### src/rtl/hyst_gate_fsm.sv
module hyst_gate_fsm #(
  parameter bit MOORE_OUT = 1'b0
) (
  input  logic clk,
  input  logic rst,
  input  logic a_in,
  input  logic b_in,
  output logic f_out
);

  logic a_q, b_q;
  logic mode_q;
  logic mode_d;
  logic both_hi, both_lo, any_hi;

  always_ff @(posedge clk) begin
    if (rst) begin
      a_q <= 1'b0;
      b_q <= 1'b0;
    end else begin
      a_q <= a_in;
      b_q <= b_in;
    end
  end

  assign both_hi = a_q & b_q;
  assign any_hi  = a_q | b_q;
  assign both_lo = ~any_hi;

  // mode_q: 1 = AND mode, 0 = OR mode
  assign mode_d = both_hi ? 1'b1 : (both_lo ? 1'b0 : mode_q);

  always_ff @(posedge clk) begin
    if (rst) mode_q <= 1'b0;
    else     mode_q <= mode_d;
  end

  generate
    if (MOORE_OUT) begin : g_moore
      logic out_q;
      always_ff @(posedge clk) begin
        if (rst) out_q <= 1'b0;
        else     out_q <= mode_d ? both_hi : any_hi;
      end
      assign f_out = out_q;
    end else begin : g_mealy
      assign f_out = mode_q ? both_hi : any_hi;
    end
  endgenerate

endmodule

### config.mk
export PLATFORM = sky130hd
export DESIGN_NAME = hyst_gate_fsm
export DESIGN_NICKNAME = d
export VERILOG_FILES = /design/src/rtl/hyst_gate_fsm.sv
export SDC_FILE = /design/constraint.sdc
export NUM_CORES = 1
export LEC_CHECK = 0
export BUFFER_PORTS_ARGS = -buffer_cell sky130_fd_sc_hd__buf_2
export CORE_AREA = 2 2 39 41
export DETAILED_ROUTE_END_ITERATION = 16
export DIE_AREA = 0 0 41 43
export GPL_TIMING_DRIVEN = 0
export SYNTH_ARGS = -nofsm -noshare
export SYNTH_HDL_FRONTEND = slang
export SYNTH_SLANG_ARGS = --single-unit
### constraint.sdc
create_clock -name clk -period 2.5 [get_ports clk]
set_input_delay 0.375 -clock clk [delete_from_list [all_inputs] [get_ports clk]]
set_output_delay 0.375 -clock clk [all_outputs]
set_load 0.05 [all_outputs]
Word level (Yosys, flattened, before mapping):

Cells that the tools add are included.

* flip-flop bits (word level): 3
* logic and storage cells: 9
* output and inout port bits: 1

* bitwise operators: 2
* equality and inequality tests: 1
* mux-type cells: 3

Operators by type and width (number)
* $mux 1: 3
* $ne 2x2->1 const B: 1
* $and 1x1->1: 1
* $or 1x1->1: 1

Depth between registers and ports, before layout:

Gate-level depths: netlist (run 1).

* depth after elaboration: 3
* gate-level depth with buffers: 4

Worst setup path after synthesis (run 1):

No wires, ideal clock.

* kind: register -> output
* start: register a_q
* end: output port f_out
* setup slack: 0.816 ns
* data arrival time: 1.309 ns
* required time: 2.125 ns
* buffers on the path: 0
* cell stages (with the launch flop): 4
* cell sequence: dfxtp_1 ha_1 inv_1 mux2i_1

* cells in the longest elaborated chain, start to end: 2

RTL lines
* start: declaration: RTL line 11 `logic a_q, b_q;`
* start signal: assignment: RTL line 21 `a_q <= a_in;`
* $and 1x1->1: RTL line 26 `assign both_hi = a_q & b_q;`
* net both_hi: RTL line 14 `logic both_hi, both_lo, any_hi;`
* $mux 1: RTL line 47 `assign f_out = mode_q ? both_hi : any_hi;`
* end: declaration: RTL line 8 `output logic f_out`

The timed path passes the listed nets, and every way through them passes these cells.

Worst setup path in the final report (run 1):

* start: register a_q
* end: output port f_out

* cells in the longest elaborated chain, start to end: 2

RTL lines (RTL line)
* $or 1x1->1 or $and 1x1->1 (tied branches): 27, 26
* $mux 1 (*): 47

Mark *: on every way between the ends. The rest lies on a longest branch, timed or not.

==> results of run 1 <==
[Yosys cell counts (all sizes together)]
| master | n | area share |
|---|---|---|
| dfxtp | 3 | 0.45 |
| ha | 2 | 0.19 |
| inv | 3 | 0.085 |
| mux2i | 2 | 0.15 |
| nor2 | 1 | 0.028 |
| nor2b | 2 | 0.094 |
[area by class of cell]
cell class                 instances  share of cell area
clock buffer                       4               0.132
inverter                           3              0.0566
multi-input combinational          7               0.308
sequential                         3               0.302
tap                               16               0.101
timing repair buffer               4               0.101
[cells by family (layout without fill, tap and decap cells)]
| kind of cell | after synthesis | count (layout) | share of synthesized area |
|---|---|---|---|
| fa+ha+maj | 2 | 2 | 0.189 |
| mux | 2 | 2 | 0.151 |
| simple gates | 3 | 3 | 0.123 |
| buf+inv | 3 | 11 | 0.0849 |
| flops | 3 | 3 | 0.453 |
[power by group through the flow]
stage / sequential (mW) / combinational (mW) / clock (mW)
after floorplan: 0.0518 / 0.0106 / 0
after global placement: 0.0520 / 0.0148 / 0
final: 0.0513 / 0.0147 / 0.0847
after global routing: 0.0516 / 0.0161 / 0.0944
after detailed placement: 0.0521 / 0.0151 / 0
after CTS: 0.0513 / 0.0151 / 0.0892
[per-layer routing]
layer	up-vias	GRT usage
met5	-	0
met4	0	0.0400
met3	0	0.0314
met2	5	0.0313
met1	37	0.0257
li1	54	-
[state kept, by name, summed over array words and instances, names as in the netlist]
register	count
mode_q	1
a_q	1
b_q	1
[stage by stage]
stage          power [mW]  std cells  utilization  area [sq um]
2_1_floorplan      0.0623         13            -           133
3_3_place_gp       0.0667         33        0.125           173
3_5_place_dp       0.0672         33        0.125           173
4_1_cts             0.156         37        0.144           199
5_1_grt             0.162         37        0.144           199
6_report            0.151         37        0.144           199
[path summary, 6_finish.rpt]
path,start,slack [ps],end,cells past startpoint
worst min-delay path,rst,320,a_q,2
worst max-delay path,a_q,950,f_out,4
worst min register to register,mode_q,530,mode_q,2
worst max register to register,a_q,1510,mode_q,4
==> results.json, run 1 <==
{
  "status": "completed",
  "m1WireLength_microns": 96,
  "routed-wl-met2_microns": 83,
  "numCtsBuffers": 3,
  "p_seq_frac": 0.340,
  "ctsResizeCount": 0,
  "holdBufCountCts": 0,
  "post_cts_buffers": 0,
  "core_area_sq_um": 1380,
  "worst_slew_pin_slew_ps": 247,
  "swShare": 0.230,
  "worstSkewPairLatency_ps": 230,
  "yosys_warnings": 0,
  "root_buffer": "clkbuf_4",
  "clkPwrFrac": 0.562,
  "worstHoldPathType": "in2reg",
  "worstSetupStartpointType": "flip-flop",
  "place.gp.congestion": 0.567,
  "final_nets": 28,
  "final_cell_mix": "4 x buf_2, 3 x inv_1, 3 x dfxtp_1, 3 x clkbuf_4",
  "grt_pass1_wl_microns": 289,
  "grt_pass1_vias": 97,
  "slowest_delay_ps": 320,
  "dr_total_vias": 96,
  "io_pins": 5,
  "dr.max_layer_used": "met3",
  "clock_skew_ps": 2.51,
  "ir_drop_mv": 0.260,
  "clock.fmax_ghz": 0.644,
  "die_area_sq_um": 1760,
  "slew_viol_final": 0,
  "antenna_cells": 0,
  "cp_top_family": "buffers and inverters",
  "start_util": 0.0958,
  "routed_wl_microns": 199,
  "syn_avg_cell_area_sq_um": 10.2,
  "drcViolationCount": 0,
  "layout_min_cycle_time_ps": 1550,
  "multiInputGateArea_sq_um": 61.3,
  "slew_headroom": 0.837,
  "p_leak_nw": 0.0908,
  "fill_cells": 155,
  "htreeDepth": 1,
  "drtIter0Drc": 2,
  "syn2layout_area_growth_pct": 50.0,
  "p_int_mw": 0.116,
  "first_pass_iters": 2,
  "grt_max_degree": 4,
  "crit_buf_inv": 2,
  "rsz0062_at_grt": "no",
  "synth_seq_cells": 3,
  "register_area_sq_um": 60.1,
  "cts_tree": "done",
  "layout_commonest_cell": "buf_2",
  "critPathMaxFanout": 2,
  "maxCapViolCount": 0,
  "clk_path_buf_depth": 2,
  "syn_area_sq_um": 133,
  "hold_viol": 0,
  "netlist_instances": 13,
  "preCtsSetupSlack_ps": 1170,
  "wl_met3_microns": 18,
  "ys_seq_area_frac": 0.453,
  "crit_type": "reg2out",
  "routed_via_density": 2.59,
  "die_width_microns": 41,
  "cp_slowest_cell": "dfxtp_1",
  "power_density_nw_per_um2": 758,
  "ys_types": 6,
  "cp-end-kind": "output pin",
  "crit_arrival_ps": 1180,
  "gr-usage-all-layers": 0.0301,
  "critical_path_required_ps": 2120,
  "wl_per_cell_microns": 5.38,
  "grt-ovfl-total": 0,
  "switchingPower_mw": 0.0347,
  "clock_sinks": 3,
  "fin_setup_tns_ps": 0,
  "fin_crit_sh": 0.621,
  "ant_nets": 0,
  "fin_ws_ps": 947,
  "crit_chain": "inv_1 -> ha_1 -> mux2i_1 -> buf_2",
  "finalSetupViolCount": 0,
  "rows": 14,
  "drive_above_1_share": 0.333,
  "whs_ps": 322,
  "antenna_found_initial": 0,
  "io_buffers": 4,
  "combPwrFrac": 0.098,
  "synth_nets": 19,
  "dieHeight_microns": 43,
  "clk_pin_slew_ps": 40
}
Note: power is estimated with default switching activity, not from simulation.
==> inputs of run 2 (changes only) <==
==> constraint.sdc (replaced) <==
create_clock -name clk -period 1.45 [get_ports clk]
set_input_delay 0.2175 -clock clk [delete_from_list [all_inputs] [get_ports clk]]
set_output_delay 0.2175 -clock clk [all_outputs]
set_load 0.05 [all_outputs]
==> run 2 against run 1 <==
  * Cell count unchanged
  * Count of clock-buffer cells in the layout unchanged
  * Wire length shrank 9.0%
  * Non-clock buffer count unchanged
  * Cell area increased by 3.1%
  * Die area stayed put
  * Core utilization grew 0.45 points
  * Register-to-register slack got worse by 1100 ps
  * Clock skew shrank 0.69 ps
==> results.json, run 2 (same netlist as run 1, synthesis figures left out) <==
{
  "antenna_found_initial": 0,
  "clock_sinks": 3,
  "root_buffer": "clkbuf_4",
  "maxCapViolCount": 0,
  "clock_skew_ps": 1.82,
  "crit_buf_inv": 2,
  "fin_area_sq_um": 205,
  "crit_chain": "inv_1 -> ha_1 -> mux2i_2 -> buf_4",
  "rows": 14,
  "top_usage_layer": "met4",
  "rsz0062_at_grt": "no",
  "clk_path_buf_depth": 2,
  "io_pins": 5,
  "crit_arrival_ps": 1140,
  "ant_nets": 0,
  "cp_slowest_cell": "dfxtp_1",
  "cp_top_family": "flip-flops",
  "ir_drop_mv": 0.361,
  "crit_type": "reg2out",
  "final_nets": 28,
  "drtIter0Drc": 1,
  "dp_hpwl_microns": 143,
  "gr-usage-all-layers": 0.0321,
  "power_density_nw_per_um2": 1280,
  "die_width_microns": 41,
  "core_area_sq_um": 1380,
  "combPwrFrac": 0.111,
  "whs_ps": 171,
  "die_area_sq_um": 1760,
  "grt_pass1_wl_microns": 289,
  "post_dp_cell_area_sq_um": 176,
  "worstSkewPairLatency_ps": 230,
  "p_total_mw": 0.262,
  "hold_viol": 0,
  "fin_crit_sh": 0.934,
  "critPathMaxFanout": 2,
  "dieHeight_microns": 43,
  "slowest_delay_ps": 320,
  "fill_cells": 151,
  "reg_top3": "a_q (1), b_q (1), mode_q (1)",
  "final_core_util": 0.148,
  "cp-end-kind": "output pin",
  "io_buffers": 4,
  "switchingPower_mw": 0.0590,
  "swShare": 0.225,
  "clk_pin_slew_ps": 30,
  "p_int_mw": 0.203,
  "grt_max_degree": 4,
  "p_seq_frac": 0.338,
  "layout_min_cycle_time_ps": 1350,
  "slew_viol_final": 0,
  "met2_usage": 0.0313,
  "drive_above_1_share": 0.381,
  "met1_usage": 0.0192,
  "slew_headroom": 0.913,
  "wl_per_cell_microns": 4.89,
  "p_leak_nw": 0.0929,
  "htreeDepth": 1,
  "grt_use_met3": 0.0209,
  "critical_path_required_ps": 1230,
  "finalSetupViolCount": 0,
  "syn2layout_area_growth_pct": 54.7,
  "status": "completed",
  "antenna_cells": 0,
  "final_cell_mix": "3 x inv_1, 3 x dfxtp_1, 3 x clkbuf_4, 3 x buf_2",
  "grt_pass1_vias": 86,
  "post_cts_buffers": 0,
  "worstHoldPathType": "in2reg",
  "grt-ovfl-total": 0,
  "place.gp.congestion": 0.603,
  "worst_slew_pin_slew_ps": 127,
  "routed_wl_microns": 181,
  "numCtsBuffers": 3,
  "clkPwrFrac": 0.552,
  "drcViolationCount": 0,
  "first_pass_iters": 2,
  "dr_total_vias": 107,
  "routed_via_density": 2.89,
  "worstSetupStartpointType": "flip-flop",
  "start_util": 0.0958,
  "clock.fmax_ghz": 0.738,
  "fin_setup_tns_ps": 0,
  "cts_tree": "done"
}
-- run 2: cell counts in the layout (fill, tap and decap cells not counted) --
No cell type changed its count.
-- run 2: path summary, 6_finish.rpt --
check	start	endpoint	slack, ps	cells after the start
setup / recovery	a_q	f_out	100	4
hold reg to reg	mode_q	mode_q	540	2
setup reg to reg	b_q	mode_q	460	4
hold / removal	rst	a_q	170	2
-- run 2: timing repair --
item / 4_1_cts / 5_1_grt
setup endpoints to repair: 0 / 1
hold buffers: 0 / 0
endpoints found under the hold margin: 0 / 0
resized for setup: 0 / 2
-- run 2: cell type report --
| class | instances | area [sq um] | area share |
|---|---|---|---|
| clock buffer | 4 | 26.3 | 0.128 |
| inverter | 3 | 11.3 | 0.0549 |
| multi-input combinational | 7 | 65.1 | 0.317 |
| tap | 16 | 20.0 | 0.0976 |
| sequential | 3 | 60.1 | 0.293 |
| timing repair buffer | 4 | 22.5 | 0.110 |
-- run 2: layer usage --
metal / vias up / share of wire
li1: 54 / -
met1: 44 / 0.35
met2: 7 / 0.40
met3: 2 / 0.16
met4: 0 / 0.072
met5: - / 0
-- run 2: worst register-to-register path, stage by stage (launching register included) --
cell     delay [ps]
dfxtp_1         320
inv_1            50
ha_1            280
mux2i_1         180
nor2_1           50
-- run 2: power groups by stage --
stage / Sequential, mW / Combinational [mW] / Clock, mW
2_1_floorplan: 0.0894 / 0.0201 / 0
3_3_place_gp: 0.0896 / 0.0274 / 0
3_5_place_dp: 0.0897 / 0.0278 / 0
4_1_cts: 0.0884 / 0.0278 / 0.153
5_1_grt: 0.0887 / 0.0311 / 0.164
6_report: 0.0884 / 0.0290 / 0.144
-- run 2: per-stage QoR --
stage,instances,worst slack [ps]
5_1_grt,37,28.3
3_5_place_dp,33,270
2_1_floorplan,13,134
6_report,37,95.4
3_3_place_gp,33,255
4_1_cts,37,19.2
